==> src/rtl/rsr_pkg.sv <==
`timescale 1ns/1ps
package rsr_pkg;
    localparam int STATIC_REGS  = 32;
    localparam int STACKED_REGS = 96;
    localparam int LREG_W       = $clog2(STATIC_REGS + STACKED_REGS);
    localparam int CNT_W        = $clog2(STACKED_REGS + 1);

    typedef enum logic [1:0] {
        OP_NONE  = 2'd0,
        OP_CALL  = 2'd1,
        OP_ALLOC = 2'd2,
        OP_RET   = 2'd3
    } op_e;

    typedef enum logic [1:0] {
        ST_ROOT   = 2'd0,
        ST_NESTED = 2'd1,
        ST_FULL   = 2'd2
    } ctx_e;

    typedef struct packed {
        logic [CNT_W-1:0] base;
        logic [CNT_W-1:0] loc;
        logic [CNT_W-1:0] out;
    } frame_t;
endpackage

==> src/rtl/rsr_map.sv <==
`timescale 1ns/1ps
module rsr_map
    import rsr_pkg::*;
(
    input  logic [LREG_W-1:0] lreg,
    input  logic [CNT_W-1:0]  base,
    input  logic [CNT_W:0]    span,
    output logic [LREG_W-1:0] preg,
    output logic              oof
);
    localparam int SW = CNT_W + 2;

    logic [CNT_W:0] off;
    logic [SW-1:0]  sum;
    logic [SW-1:0]  wrapped;
    logic           is_static;

    always_comb begin
        is_static = (lreg < LREG_W'(STATIC_REGS));
        off       = (CNT_W+1)'(lreg) - (CNT_W+1)'(STATIC_REGS);
        sum       = SW'(base) + SW'(off);
        wrapped   = (sum >= SW'(STACKED_REGS)) ? (sum - SW'(STACKED_REGS)) : sum;
        if (is_static) begin
            preg = lreg;
            oof  = 1'b0;
        end else begin
            preg = LREG_W'(STATIC_REGS) + LREG_W'(wrapped);
            oof  = (off >= span);
        end
    end
endmodule

==> src/rtl/rsr_desc_stack.sv <==
`timescale 1ns/1ps
module rsr_desc_stack
    import rsr_pkg::*;
#(
    parameter int DEPTH = 16
) (
    input  logic                       clk,
    input  logic                       rst_n,
    input  logic                       push,
    input  logic                       pop,
    input  frame_t                     push_frm,
    output frame_t                     top_frm,
    output logic [$clog2(DEPTH+1)-1:0] count
);
    localparam int CW = $clog2(DEPTH + 1);
    localparam int IW = (DEPTH > 1) ? $clog2(DEPTH) : 1;

    frame_t          mem [DEPTH];
    logic [IW-1:0]   wr_idx;
    logic [IW-1:0]   rd_idx;

    always_comb begin
        wr_idx  = IW'(count);
        rd_idx  = wr_idx - IW'(1);
        top_frm = mem[rd_idx];
    end

    always_ff @(posedge clk) begin
        if (!rst_n) begin
            count <= '0;
        end else if (push) begin
            count <= count + CW'(1);
        end else if (pop) begin
            count <= count - CW'(1);
        end
    end

    always_ff @(posedge clk) begin
        if (push) begin
            mem[wr_idx] <= push_frm;
        end
    end
endmodule

==> src/rtl/stack_frame_renamer.sv <==
`timescale 1ns/1ps
module stack_frame_renamer
    import rsr_pkg::*;
#(
    parameter int NUM_RD     = 2,
    parameter int NUM_WR     = 1,
    parameter int DESC_DEPTH = 16
) (
    input  logic                           clk,
    input  logic                           rst_n,
    input  logic                           cmd_valid,
    input  logic [1:0]                     cmd_op,
    input  logic [CNT_W-1:0]               cmd_loc,
    input  logic [CNT_W-1:0]               cmd_out,
    input  logic [NUM_RD-1:0][LREG_W-1:0]  rd_lreg,
    output logic [NUM_RD-1:0][LREG_W-1:0]  rd_preg,
    output logic [NUM_RD-1:0]              rd_oof,
    input  logic [NUM_WR-1:0][LREG_W-1:0]  wr_lreg,
    output logic [NUM_WR-1:0][LREG_W-1:0]  wr_preg,
    output logic [NUM_WR-1:0]              wr_oof,
    output logic                           ovf
);
    localparam int CW    = $clog2(DESC_DEPTH + 1);
    localparam int TOT_W = CNT_W + 3;

    ctx_e          ctx_q, ctx_d;
    frame_t        frm_q, frm_d;
    frame_t        saved_frm;
    logic          push, pop, ovf_d;
    logic [CW-1:0] depth;
    logic [CNT_W:0] span;
    logic [TOT_W-1:0] alloc_total;
    op_e           op;

    assign span = (CNT_W+1)'(frm_q.loc) + (CNT_W+1)'(frm_q.out);
    assign op   = op_e'(cmd_op);

    rsr_desc_stack #(.DEPTH(DESC_DEPTH)) u_stack (
        .clk      (clk),
        .rst_n    (rst_n),
        .push     (push),
        .pop      (pop),
        .push_frm (frm_q),
        .top_frm  (saved_frm),
        .count    (depth)
    );

    // Decision and next-state logic
    always_comb begin
        ctx_d       = ctx_q;
        frm_d       = frm_q;
        push        = 1'b0;
        pop         = 1'b0;
        ovf_d       = 1'b0;
        alloc_total = TOT_W'(frm_q.base) + TOT_W'(cmd_loc) + TOT_W'(cmd_out);
        if (cmd_valid) begin
            unique case (op)
                OP_NONE: begin
                end
                OP_CALL: begin
                    if (ctx_q == ST_FULL) begin
                        ovf_d = 1'b1;
                    end else begin
                        push       = 1'b1;
                        frm_d.base = frm_q.base + frm_q.loc;
                        frm_d.loc  = '0;
                        frm_d.out  = frm_q.out;
                        ctx_d      = (depth == CW'(DESC_DEPTH - 1)) ? ST_FULL : ST_NESTED;
                    end
                end
                OP_ALLOC: begin
                    if (alloc_total > TOT_W'(STACKED_REGS)) begin
                        ovf_d = 1'b1;
                    end else begin
                        frm_d.loc = cmd_loc;
                        frm_d.out = cmd_out;
                    end
                end
                OP_RET: begin
                    if (ctx_q != ST_ROOT) begin
                        pop   = 1'b1;
                        frm_d = saved_frm;
                        ctx_d = (depth == CW'(1)) ? ST_ROOT : ST_NESTED;
                    end
                end
            endcase
        end
    end

    // State register
    always_ff @(posedge clk) begin
        if (!rst_n) begin
            ctx_q <= ST_ROOT;
            frm_q <= '0;
            ovf   <= 1'b0;
        end else begin
            ctx_q <= ctx_d;
            frm_q <= frm_d;
            ovf   <= ovf_d;
        end
    end

    // Port translation outputs
    for (genvar p = 0; p < NUM_RD; p++) begin : g_rd
        rsr_map u_map (
            .lreg (rd_lreg[p]),
            .base (frm_q.base),
            .span (span),
            .preg (rd_preg[p]),
            .oof  (rd_oof[p])
        );
    end

    for (genvar p = 0; p < NUM_WR; p++) begin : g_wr
        rsr_map u_map (
            .lreg (wr_lreg[p]),
            .base (frm_q.base),
            .span (span),
            .preg (wr_preg[p]),
            .oof  (wr_oof[p])
        );
    end
endmodule

==> config.mk <==
export PLATFORM = sky130hd
export DESIGN_NAME = stack_frame_renamer
export DESIGN_NICKNAME = d
export VERILOG_FILES = /design/src/rtl/rsr_pkg.sv /design/src/rtl/rsr_map.sv /design/src/rtl/rsr_desc_stack.sv /design/src/rtl/stack_frame_renamer.sv
export SDC_FILE = /design/constraint.sdc
export NUM_CORES = 1
export LEC_CHECK = 0
export BUFFER_PORTS_ARGS = -buffer_cell sky130_fd_sc_hd__buf_2
export CORE_MARGIN = 8
export CORE_UTILIZATION = 55
export DETAILED_ROUTE_END_ITERATION = 6
export PLACE_DENSITY = 0.72
export SYNTH_ARGS = -nofsm -noshare
export SYNTH_HDL_FRONTEND = slang
export SYNTH_SLANG_ARGS = --single-unit
==> constraint.sdc <==
create_clock -name clk -period 7.4 [get_ports clk]
set_input_delay 1.48 -clock clk [delete_from_list [all_inputs] [get_ports clk]]
set_output_delay 1.48 -clock clk [all_outputs]
set_load 0.01 [all_outputs]
==> results.yml <==
critical_path:
  timing.critical_path.fanout_max: 5
  timing.critical_path.slowest_cell_delay_ps: 420
  regToRegSetupSlack_ps: 3020
  cp_common_cell: "sky130_fd_sc_hd__inv_1"
  type_of_the_setup_path_with_the_least_slack: "input pin to output pin"
  critical_path.startpoint_type: "input pin"
  crit_chain: "buf_2 -> inv_1 -> ha_1 -> inv_1 -> ha_1 -> inv_1 -> a311o_1 -> a311oi_1 -> inv_1 -> ha_1 -> or3_1 -> o22ai_1 -> o211ai_1 -> o22ai_1 -> o31ai_1 -> buf_2"
  slowest_stage: "sky130_fd_sc_hd__a311oi_1"
  critPathCaptureType: "output pin"
  critical_path_arrival_ps: 4710
  critical_path_required_ps: 5920
power_and_ir_drop:
  power.ir.vdd_worst_v: 0.000175
  p_total_mw: 4.71
  pwr_cell_area_nw_per_um2: 243
  total_leakage_power_nw: 6.98
place:
  dp.final_hpwl_microns: 25000
  place.gp.congestion: 0.860
  place.port_buffers: 64
clock_network:
  cts_tree: "done"
  post_cts_resize_count: 0
  clock_sinks: 365
  post-cts-setup-buffer-count: 0
  cts_made_buffers: 36
  cts.hold.buffers_added: 0
  max_buffers_root_to_sink: 3
  clock_h_tree_levels: 2
  cts.reportedPaths.clkPinSlew_ps: 60
  skew_pair_late_insertion_delay_ps: 530
  root_buffer: "sky130_fd_sc_hd__clkbuf_16"
timing:
  finClkSkew_ps: 28.5
  rsz0062_at_grt: "false"
  setup_tns_final_ps: 0
  final_max_slew_viol_count: 0
  max_clock_freq_ghz: 0.161
  worstMarginPinSlew_ps: 1240
  report.final.setup_viol: 0
  timing.final.hold_violations: 0
  remaining_max_slew_budget_at_the_tightest_pin_pct: 17.0
  fin_crit_ps: 6190
  fin_crit_sh_pct: 83.7
route:
  drtAntennaViolNets: 0
  drtIter0Drc: 1113
  route.final.wire_length_microns: 40700
  first_pass_iters: 5
  dr_total_vias: 10300
  routedWlPerCell_microns: 25.2
  route.detailed.drc: 0
  post_drt_via_cell_ratio: 6.34
die:
  pin_count: 65
  placeableCoreArea_sq_um: 31500
  chipWidth_microns: 194
  dieHeight_microns: 194
  row_count: 65
  design.die.area_sq_um: 37800
  starting_density_of_the_core_pct: 55.6
synth:
  synthFlopType: "sky130_fd_sc_hd__edfxtp_1"
  syn_area_sq_um: 17500
  yosys_warnings: 0
  synth-edff-count: 336
  synth-seq-cells: 365
  synth.lib_cells_used.distinct: 72
  synth_seq_area_share_pct: 61.0
  yosys.area.top_type: "sky130_fd_sc_hd__edfxtp_1"
  synthesis.instances: 1110
  syn_avg_cell_area_sq_um: 15.8
  synth.area.top_cells: "sky130_fd_sc_hd__edfxtp_1 58%, sky130_fd_sc_hd__mux4_2 11%, sky130_fd_sc_hd__ha_1 5.7%"
  synth_top_area_share_pct: 57.7
  async_reset_ff_share_pct: 0
  mappedNetlistNets: 1242
cells_and_area:
  fillCellCount: 2269
  diodes: 0
  drive_gt1_share_pct: 22.1
  areaGrowthSynthToFinish_pct: 11.1
  finalNetCount: 1321
  area.sequential_sq_um: 10700
  area_of_the_multi_input_gates_sq_um: 6390
global_route:
  sum_of_overflow_across_all_layers_after_global_routing: 0
  grt_use_total_pct: 21.5
  grt_max_degree: 62
  grt_antenna_before_repair: 0
  global_route_wire_length_before_repair_microns: 62000
  first_global_vias: 10400
min_path:
  timing.hold.worst.class: "flip-flop to flip-flop"
run_status:
  outcome: "finished clean"
job:
  max-cap-violations: 0
-- layout make-up --
type	instances	area share, %
Tap cell	402	2.59
Timing Repair Buffer	89	2.61
Inverter	60	1.16
Multi-Input combinational cell	637	32.9
Sequential cell	365	54.9
Clock buffer	42	4.86
Clock inverter	22	0.934
-- worst max-delay path: cells and delay by family --
family,cells,cell delay (ps)
compound gates,6,1480
fa+ha+maj,3,820
buf+inv,6,570
simple gates,1,370
-- cell usage after synthesis (all sizes together) (18+ instances only) --
cell type	number
a21oi	37
buf	26
clkbuf	22
dfxtp	29
edfxtp	336
ha	79
inv	59
mux2i	34
mux4	91
nand2	49
nand4	18
nor2	50
o21ai	38
-- layout by cell type, fill, tap and decap left out, drive strengths merged, types with 15 or more instances in the layout --
cell	synthesis	routed
inv	59	61
mux2i	34	34
nand4	18	18
edfxtp	336	336
buf	26	89
a211oi	15	15
mux4	91	91
a21oi	37	37
dfxtp	29	29
o21ai	38	38
ha	79	79
nand2	49	49
clkinv	1	16
nor2	50	50
clkbuf	22	42
-- routing by layer --
metal  part of all wire [%]  wire (microns)  vias to the layer above  GRT usage (%)
li1                       -               -                     4603              -
met1                     41           16900                     5136           29.8
met2                     47           19300                      427           34.6
met3                    8.1            3300                       91           3.37
met4                    3.1            1280                        0           7.16
met5                      0               0                        -              0
-- path summary, 6_finish.rpt --
kind,from,endpoint,depth (start not counted)
worst max-delay path,rd_lreg[12],rd_preg[13],16
worst min-delay path,ctx_q[1]$_SDFFE_PN0P_,ctx_q[1]$_SDFFE_PN0P_,2
worst max register to register,u_stack.count[0]$_SDFFE_PN0P_,frm_q[20]$_SDFFE_PN0P_,7
worst min register to register,ctx_q[1]$_SDFFE_PN0P_,ctx_q[1]$_SDFFE_PN0P_,2
-- metrics by stage --
step,std cells,cell area [sq um],setup slack [ps],util [%],hold slack [ps]
global placement,1553,18300,1330,58.1,580
floorplan,1110,17500,1680,-,547
detailed placement,1553,18300,1260,58.1,591
global route,1617,19400,833,61.7,642
finish,1617,19400,1210,61.7,611
CTS,1617,19400,1240,61.7,599
-- kinds of logic after synthesis --
kind of cell	share of synthesized area [%]
adder cells (fa/ha/maj)	7.14
AO/OA/AOI/OAI	7.49
AND/OR/NAND/NOR	5.85
buffers and inverters	2.79
multiplexers	14.2
flip-flops	61.0
XOR/XNOR	1.55
-- registers in the layout, summed over array words and instances (netlist names) --
register,cells
u_stack.count,5
u_stack.mem,336
frm_q,21
ovf,1
ctx_q,2
-- power breakdown --
part | total (mW) | switching, mW | leakage (nW) | internal, mW
combinational | 0.659 | 0.370 | 3.04 | 0.289
clock | 1.75 | 0.754 | 0.552 | 0.992
sequential | 2.31 | 0.0418 | 3.39 | 2.26
Power figures use the tool's default switching activity.
